===== config.mk =====
export PLATFORM = sky130hd
export DESIGN_NAME = seg_map_unit
export DESIGN_NICKNAME = d
export VERILOG_FILES = /design/src/rtl/seg_map_pkg.sv /design/src/rtl/seg_desc_file.sv /design/src/rtl/seg_xlate.sv /design/src/rtl/seg_trap_stage.sv /design/src/rtl/seg_map_unit.sv
export SDC_FILE = /design/constraint.sdc
export NUM_CORES = 2
export LEC_CHECK = 0
export ABC_AREA = 1
export BUFFER_PORTS_ARGS = -buffer_cell sky130_fd_sc_hd__buf_2
export CORE_UTILIZATION = 47
export DETAILED_ROUTE_END_ITERATION = 10
export PLACE_DENSITY = 0.65
export SETUP_SLACK_MARGIN = 0.2
export SYNTH_ARGS = -nofsm -noshare
export SYNTH_HDL_FRONTEND = slang
export SYNTH_SLANG_ARGS = --single-unit
export TNS_END_PERCENT = 5

===== constraint.sdc =====
create_clock -name clk_i -period 4.6 [get_ports clk_i]
set_input_delay 0.92 -clock clk_i [delete_from_list [all_inputs] [get_ports clk_i]]
set_output_delay 0.92 -clock clk_i [all_outputs]
set_load 0.005 [all_outputs]

===== src/rtl/seg_map_pkg.sv =====
package seg_map_pkg;
  localparam int OFF_W  = 16;
  localparam int GRAN_W = 4;
  localparam int BASE_W = 16;
  localparam int BND_W  = OFF_W - GRAN_W;
  localparam int PA_W   = BASE_W + GRAN_W;
  localparam int DESC_W = 4 + BND_W + BASE_W;

  typedef enum logic [1:0] {
    ACC_READ  = 2'd0,
    ACC_WRITE = 2'd1,
    ACC_EXEC  = 2'd2,
    ACC_RSVD  = 2'd3
  } acc_kind_e;

  typedef enum logic [1:0] {
    TRAP_NONE  = 2'd0,
    TRAP_BOUND = 2'd1,
    TRAP_RIGHT = 2'd2
  } trap_code_e;

  typedef struct packed {
    logic              post_mode;
    logic              x_en;
    logic              w_en;
    logic              r_en;
    logic [BND_W-1:0]  bound;
    logic [BASE_W-1:0] base;
  } seg_desc_t;
endpackage


===== src/rtl/seg_desc_file.sv =====
module seg_desc_file
  import seg_map_pkg::*;
#(
  parameter int NSEG  = 16,
  parameter int IDX_W = $clog2(NSEG)
) (
  input  logic              clk_i,
  input  logic              rst_ni,
  input  logic              ld_en_i,
  input  logic [IDX_W-1:0]  ld_idx_i,
  input  logic [DESC_W-1:0] ld_data_i,
  input  logic              pe_en_i,
  input  logic [IDX_W-1:0]  pe_idx_a_i,
  input  logic [DESC_W-1:0] pe_data_a_i,
  input  logic [IDX_W-1:0]  pe_idx_b_i,
  input  logic [DESC_W-1:0] pe_data_b_i,
  input  logic [IDX_W-1:0]  rd_idx_i,
  output seg_desc_t         rd_desc_o
);
  logic [DESC_W-1:0] regs_q [NSEG];

  for (genvar g = 0; g < NSEG; g++) begin : g_reg
    always_ff @(posedge clk_i or negedge rst_ni) begin
      if (!rst_ni) begin
        regs_q[g] <= '0;
      end else if (pe_en_i) begin
        // paired load blocks the single port; pair b wins on equal index
        if (pe_idx_b_i == IDX_W'(g))      regs_q[g] <= pe_data_b_i;
        else if (pe_idx_a_i == IDX_W'(g)) regs_q[g] <= pe_data_a_i;
      end else if (ld_en_i && ld_idx_i == IDX_W'(g)) begin
        regs_q[g] <= ld_data_i;
      end
    end
  end

  assign rd_desc_o = seg_desc_t'(regs_q[rd_idx_i]);

  assert_pe_atomic_R9: assert property (@(posedge clk_i) disable iff (!rst_ni)
    pe_en_i |=> (regs_q[$past(pe_idx_b_i)] == $past(pe_data_b_i)));
  assert_pe_pair_a_R9: assert property (@(posedge clk_i) disable iff (!rst_ni)
    (pe_en_i && pe_idx_a_i != pe_idx_b_i) |=> (regs_q[$past(pe_idx_a_i)] == $past(pe_data_a_i)));
endmodule


===== src/rtl/seg_xlate.sv =====
module seg_xlate
  import seg_map_pkg::*;
(
  input  logic             valid_i,
  input  seg_desc_t        desc_i,
  input  logic [OFF_W-1:0] off_i,
  input  acc_kind_e        kind_i,
  output logic             grant_o,
  output logic [PA_W-1:0]  phys_o,
  output logic             pre_fault_o,
  output trap_code_e       pre_code_o,
  output logic             post_fault_o
);
  logic bound_bad;
  logic right_ok;

  assign bound_bad = off_i[OFF_W-1:GRAN_W] > desc_i.bound;
  assign phys_o    = {desc_i.base, {GRAN_W{1'b0}}} + PA_W'(off_i);

  always_comb begin
    unique case (kind_i)
      ACC_READ:  right_ok = desc_i.r_en;
      ACC_WRITE: right_ok = desc_i.w_en;
      ACC_EXEC:  right_ok = desc_i.x_en;
      default:   right_ok = 1'b0;
    endcase
  end

  always_comb begin
    grant_o      = 1'b0;
    pre_fault_o  = 1'b0;
    pre_code_o   = TRAP_NONE;
    post_fault_o = 1'b0;
    if (valid_i) begin
      if (bound_bad) begin
        pre_fault_o = 1'b1;
        pre_code_o  = TRAP_BOUND;
      end else if (!right_ok && !desc_i.post_mode) begin
        pre_fault_o = 1'b1;
        pre_code_o  = TRAP_RIGHT;
      end else begin
        grant_o      = 1'b1;
        post_fault_o = !right_ok;
      end
    end
  end
endmodule


===== src/rtl/seg_trap_stage.sv =====
module seg_trap_stage
  import seg_map_pkg::*;
#(
  parameter int SEG_W = 4
) (
  input  logic             clk_i,
  input  logic             rst_ni,
  input  logic             pre_fault_i,
  input  trap_code_e       pre_code_i,
  input  logic             post_fault_i,
  input  logic [SEG_W-1:0] cur_seg_i,
  input  acc_kind_e        cur_kind_i,
  output logic             trap_valid_o,
  output trap_code_e       trap_code_o,
  output logic             trap_post_o,
  output logic [SEG_W-1:0] trap_seg_o,
  output acc_kind_e        trap_kind_o
);
  logic             pend_q;
  logic [SEG_W-1:0] pend_seg_q;
  acc_kind_e        pend_kind_q;

  always_ff @(posedge clk_i or negedge rst_ni) begin
    if (!rst_ni) begin
      pend_q      <= 1'b0;
      pend_seg_q  <= '0;
      pend_kind_q <= ACC_READ;
    end else if (post_fault_i) begin
      pend_q      <= 1'b1;
      pend_seg_q  <= cur_seg_i;
      pend_kind_q <= cur_kind_i;
    end else if (pend_q && !pre_fault_i) begin
      pend_q <= 1'b0;
    end
  end

  always_comb begin
    trap_valid_o = 1'b0;
    trap_code_o  = TRAP_NONE;
    trap_post_o  = 1'b0;
    trap_seg_o   = cur_seg_i;
    trap_kind_o  = cur_kind_i;
    if (pre_fault_i) begin
      trap_valid_o = 1'b1;
      trap_code_o  = pre_code_i;
    end else if (pend_q) begin
      trap_valid_o = 1'b1;
      trap_code_o  = TRAP_RIGHT;
      trap_post_o  = 1'b1;
      trap_seg_o   = pend_seg_q;
      trap_kind_o  = pend_kind_q;
    end
  end

  assert_post_late_R6: assert property (@(posedge clk_i) disable iff (!rst_ni)
    post_fault_i |=> (pend_q && pend_seg_q == $past(cur_seg_i)));
  assert_defer_hold_R7: assert property (@(posedge clk_i) disable iff (!rst_ni)
    (pend_q && pre_fault_i) |=> pend_q && $stable(pend_seg_q));
endmodule


===== src/rtl/seg_map_unit.sv =====
module seg_map_unit
  import seg_map_pkg::*;
#(
  parameter int NSEG = 16,
  localparam int SEG_W = $clog2(NSEG)
) (
  input  logic              clk_i,
  input  logic              rst_ni,
  input  logic              ld_en_i,
  input  logic [SEG_W-1:0]  ld_idx_i,
  input  logic [DESC_W-1:0] ld_data_i,
  input  logic              pe_en_i,
  input  logic [SEG_W-1:0]  pe_idx_a_i,
  input  logic [DESC_W-1:0] pe_data_a_i,
  input  logic [SEG_W-1:0]  pe_idx_b_i,
  input  logic [DESC_W-1:0] pe_data_b_i,
  input  logic              req_valid_i,
  input  logic [SEG_W-1:0]  req_seg_i,
  input  logic [OFF_W-1:0]  req_off_i,
  input  logic [1:0]        req_kind_i,
  output logic              acc_valid_o,
  output logic [PA_W-1:0]   phys_addr_o,
  output logic              trap_valid_o,
  output logic [1:0]        trap_code_o,
  output logic              trap_post_o,
  output logic [SEG_W-1:0]  trap_seg_o,
  output logic [1:0]        trap_kind_o
);
  seg_desc_t  desc;
  acc_kind_e  kind;
  logic       pre_fault;
  trap_code_e pre_code;
  logic       post_fault;
  trap_code_e code_e;
  acc_kind_e  tkind_e;

  assign kind = acc_kind_e'(req_kind_i);

  seg_desc_file #(.NSEG(NSEG), .IDX_W(SEG_W)) u_desc (
    .clk_i, .rst_ni, .ld_en_i, .ld_idx_i, .ld_data_i,
    .pe_en_i, .pe_idx_a_i, .pe_data_a_i, .pe_idx_b_i, .pe_data_b_i,
    .rd_idx_i (req_seg_i),
    .rd_desc_o(desc)
  );

  seg_xlate u_xlate (
    .valid_i     (req_valid_i),
    .desc_i      (desc),
    .off_i       (req_off_i),
    .kind_i      (kind),
    .grant_o     (acc_valid_o),
    .phys_o      (phys_addr_o),
    .pre_fault_o (pre_fault),
    .pre_code_o  (pre_code),
    .post_fault_o(post_fault)
  );

  seg_trap_stage #(.SEG_W(SEG_W)) u_trap (
    .clk_i, .rst_ni,
    .pre_fault_i (pre_fault),
    .pre_code_i  (pre_code),
    .post_fault_i(post_fault),
    .cur_seg_i   (req_seg_i),
    .cur_kind_i  (kind),
    .trap_valid_o,
    .trap_code_o (code_e),
    .trap_post_o,
    .trap_seg_o,
    .trap_kind_o (tkind_e)
  );

  assign trap_code_o = code_e;
  assign trap_kind_o = tkind_e;

  assert_bound_blocks_R3: assert property (@(posedge clk_i) disable iff (!rst_ni)
    (trap_valid_o && trap_code_o == TRAP_BOUND) |-> (!acc_valid_o && !trap_post_o));
  assert_pre_blocks_R5: assert property (@(posedge clk_i) disable iff (!rst_ni)
    (trap_valid_o && !trap_post_o) |-> !acc_valid_o);
  assert_post_code_R6: assert property (@(posedge clk_i) disable iff (!rst_ni)
    (trap_valid_o && trap_post_o) |-> (trap_code_o == TRAP_RIGHT));
  assert_idle_quiet_R10: assert property (@(posedge clk_i) disable iff (!rst_ni)
    !req_valid_i |-> (!acc_valid_o && !(trap_valid_o && !trap_post_o)));
endmodule


==> flow_metrics.env <==
export IMPL_end_kind="output pin"
export IMPL_grt_total_usage_pct=36.9
export IMPL_final_max_slew_violation_count=0
export IMPL_synth_compound_area_share_pct=34.1
export IMPL_syn_area_per_cell_sq_um=7.35
export IMPL_port_buffers=157
export IMPL_drive_above_1_share_pct=12.6
export IMPL_die_area_sq_um=68200
export IMPL_area_growth_pct=14.4
export IMPL_r2r_slack_ns=1.86
export IMPL_critical_path_slowest_cell="ha_1"
export IMPL_firstDrtPassIters=11
export IMPL_fp_coreArea_sq_um=66100
export IMPL_drtAntennaViolNets=0
export IMPL_postCtsHoldBufs=0
export IMPL_finalSetupViolCount=0
export IMPL_via_per_inst=6.51
export IMPL_critical_path_arrival_ns=3.43
export IMPL_wl_microns=131000
export IMPL_synth_top_family_by_area="compound AO/OA/AOI/OAI gates"
export IMPL_period_share_pct=94.6
export IMPL_required_ns=3.68
export IMPL_rows=94
export IMPL_netlist_instances=4289
export IMPL_violations="design-rule violations"
export IMPL_grt_first_pass_wirelength_microns=191000
export IMPL_synth_area_sq_um=31500
export IMPL_fp_dieW_microns=261
export IMPL_ios=166
export IMPL_dp_hpwl_microns=65500
export IMPL_finClkSkew_ns=0.0256
export IMPL_grt_pass1_vias=30200
export IMPL_yosys_area_share_simple_pct=14.7
export IMPL_critical_path_cell_chain="clkbuf_16 > clkinv_16 > buf_16 > buf_6 > o21ai_0 > o221ai_1 > nand3_1 > nand2_1 > inv_1 > ha_1 > nand4_1 > nor2_1 > nand3_1 > o21ai_4 > buf_6 > nor2_4 > inv_4 > nand3_1 > nand2_1 > buf_2"
export IMPL_gr_total_overflow=0
export IMPL_cp_start_kind="input pin"
export IMPL_clock_sinks=519
export IMPL_cpLargestDelayFamily="buffers and inverters"
export IMPL_cts_clk_slew_worst_paths_ns=0.06
export IMPL_hold_viol=0
export IMPL_drc=8
export IMPL_grt_antenna_before_repair=14
export IMPL_grt_max_degree=93
export IMPL_clk_latency_ns=0.66
export IMPL_die_h_microns=261
export IMPL_critical_path_most_common_cell="nand3_1"
export IMPL_cts_tree="yes"
export IMPL_worstHoldPathType="in -> async"
export IMPL_wire_per_inst_microns=25.6
export IMPL_fin_util_pct=54.6
export IMPL_p_leak_nw=14.4
export IMPL_ys_ff_latch=519
export IMPL_synthMuxAreaShare_pct=0
export IMPL_start_util_pct=47.7
export IMPL_synth_xor_area_share_pct=0.389
export IMPL_cts_buffers=59
export IMPL_gp_congestion=0.877
export IMPL_ctsHtreeMaxLevel=2
export IMPL_ys_warn_count=0
export IMPL_whs_ns=0.299
export IMPL_fin_crit_ns=4.35
export IMPL_drtIter0Drc=4750
export IMPL_slowest_delay_ns=0.28
export IMPL_synth_seq_area_share_pct=41.2
export IMPL_crit_buf_inv=8
export IMPL_maxSlewHeadroom_pct=23.9
export IMPL_synth_nets=4449
export IMPL_finalNetCount=4354
export IMPL_peakVddDrop_uv=277
export IMPL_dr_total_vias=33300
export IMPL_cts_buffer_depth=3
export IMPL_synth_fa_ha_area_share_pct=1.02
export IMPL_ys_types=29
export IMPL_tightest_slew_ns=1.14
export IMPL_fmax_ghz=0.230
export IMPL_cts_root_buf="clkbuf_16"
export IMPL_worstSetupPathType="in -> out"
export IMPL_outcome="finished with violations"
export IMPL_cp_max_fo=14
export IMPL_power_density_nw_per_um2=429
export IMPL_rsz0062_at_grt="true"
export IMPL_max_cap_violations=0
## sequential cells by signal, summed over array words and instances, names as in the netlist
signal / count
u_trap.pend_q: 1
u_trap.pend_seg_q: 4
u_trap.pend_kind_q: 2
u_desc.regs_q: 512
## worst reg2reg max path, cell delays in order (launching register included)
cell and delay [ns]:
dfrtp_1 0.38, nor2_1 0.05, nor2_1 0.07, o21ai_0 0.08, o211ai_1 0.08, nand3_1 0.12, nand2_1 0.11, inv_1 0.10
ha_4 0.29, nand4_1 0.10, nor2_1 0.15, nand3_1 0.14, o21ai_4 0.20, buf_6 0.18, nand2_1 0.06, nor2_1 0.11
nand2_2 0.22, nand2_1 0.14, o21ai_2 0.06
## final cells by class
cell class / instances / area, sq um
Timing Repair Buffer: 335 / 3070
Timing Repair inverter: 4 / 82.6
Fill cell: 6343 / 30000
Clock inverter: 10 / 178
Multi-Input combinational cell: 3151 / 16300
Sequential cell: 519 / 13000
Clock buffer: 98 / 1820
Antenna cell: 12 / 30.0
Inverter: 124 / 529
Tap cell: 864 / 1080
## placed cells by master (no fill, tap or decap), types with 4 or more instances in the layout
master | synthesis | routed
buf_4 | 18 | 116
nor3_1 | 6 | 6
ha_4 | 0 | 17
buf_2 | 202 | 153
nand4_1 | 5 | 5
clkbuf_1 | 231 | 22
nand3_2 | 1 | 6
o21ai_0 | 762 | 738
nand3_1 | 139 | 134
dfrtp_1 | 519 | 519
nand2_1 | 210 | 194
diode_2 | 0 | 12
o221ai_1 | 68 | 68
nor2_1 | 809 | 804
a22o_4 | 0 | 16
buf_6 | 9 | 10
clkbuf_8 | 0 | 15
inv_2 | 0 | 23
a31oi_1 | 513 | 513
ha_1 | 24 | 6
a21oi_1 | 530 | 526
nand2_2 | 5 | 19
clkbuf_16 | 0 | 73
o21ai_1 | 1 | 22
xor2_1 | 11 | 11
buf_16 | 0 | 16
a21oi_2 | 0 | 4
buf_12 | 0 | 22
o21ai_2 | 6 | 8
clkinv_2 | 0 | 5
inv_1 | 122 | 96
nor2_2 | 1 | 5
o211ai_1 | 39 | 39
bufinv_16 | 0 | 5
## path summary, 6_finish.rpt
path / startpoint / end / cells after the start
max reg2reg: u_desc.regs_q[183]$_DFFE_PN0P_ / u_trap.pend_seg_q[0]$_DFFE_PN0P_ / 18
max: req_seg_i[0] / trap_seg_o[1] / 20
min: rst_ni / u_trap.pend_kind_q[0]$_DFFE_PN0P_ / 1
max in group asynchronous: rst_ni / u_desc.regs_q[430]$_DFFE_PN0P_ / 2
min reg2reg: u_trap.pend_kind_q[1]$_DFFE_PN0P_ / u_trap.pend_kind_q[1]$_DFFE_PN0P_ / 2
min in group clk_i: u_trap.pend_kind_q[1]$_DFFE_PN0P_ / u_trap.pend_kind_q[1]$_DFFE_PN0P_ / 2
## stage by stage
stage                     TNS [ns]  power, mW  area (sq um)  setup WS [ns]  std cells
after floorplan                  0       8.93         31500          0.329       4289
after detailed placement     -2.63       10.2         32700         -0.290       4949
final                            0       15.5         36100          0.246       5117
after global routing             0       16.2         36100          0.126       5114
after CTS                        0       15.2         35200          0.195       5071
after global placement       -2.05       10.1         32700         -0.229       4949
## cells in the mapped netlist (all sizes together)
cell	number	area share (%)
a21oi	530	8.4
o21a	1	0.024
nand3	140	2.2
xor2	11	0.31
nor2	810	9.6
dfrtp	519	41
nand4	5	0.099
nand2	215	2.6
o211ai	39	0.93
inv	124	1.5
o21ai	769	12
buf	264	4.4
nor3	6	0.095
ha	24	0.95
a22o	16	0.44
fa	1	0.063
xnor2	3	0.083
o221ai	68	1.9
a31oi	513	10
clkbuf	231	2.7
## power by group
group | total (mW) | switching, mW | internal, mW
clock network | 4.99 | 2.05 | 2.94
registers | 6.55 | 0.725 | 5.82
logic | 3.94 | 2.31 | 1.62
## cell families after synthesis
| family | Yosys count |
|---|---|
| compound gates | 1936 |
| buf+inv | 619 |
| simple gates | 1176 |
| xor+xnor | 14 |
| flops | 519 |
| fa+ha+maj | 25 |
## timing repair
action / CTS / global route
pin swaps: 5 / 43
setup endpoints to repair: 19 / 21
cloned: 10 / 14
setup buffers: 4 / 20
resized for setup: 45 / 99
## routing by layer
| layer | track usage [%] | share of wire [%] |
|---|---|---|
| met1 | 47.9 | 39 |
| met2 | 58.3 | 45 |
| met3 | 6.37 | 10 |
| met4 | 20.7 | 5.5 |
| met5 | 0 | 0.021 |
(Power assumes the default switching activity.)
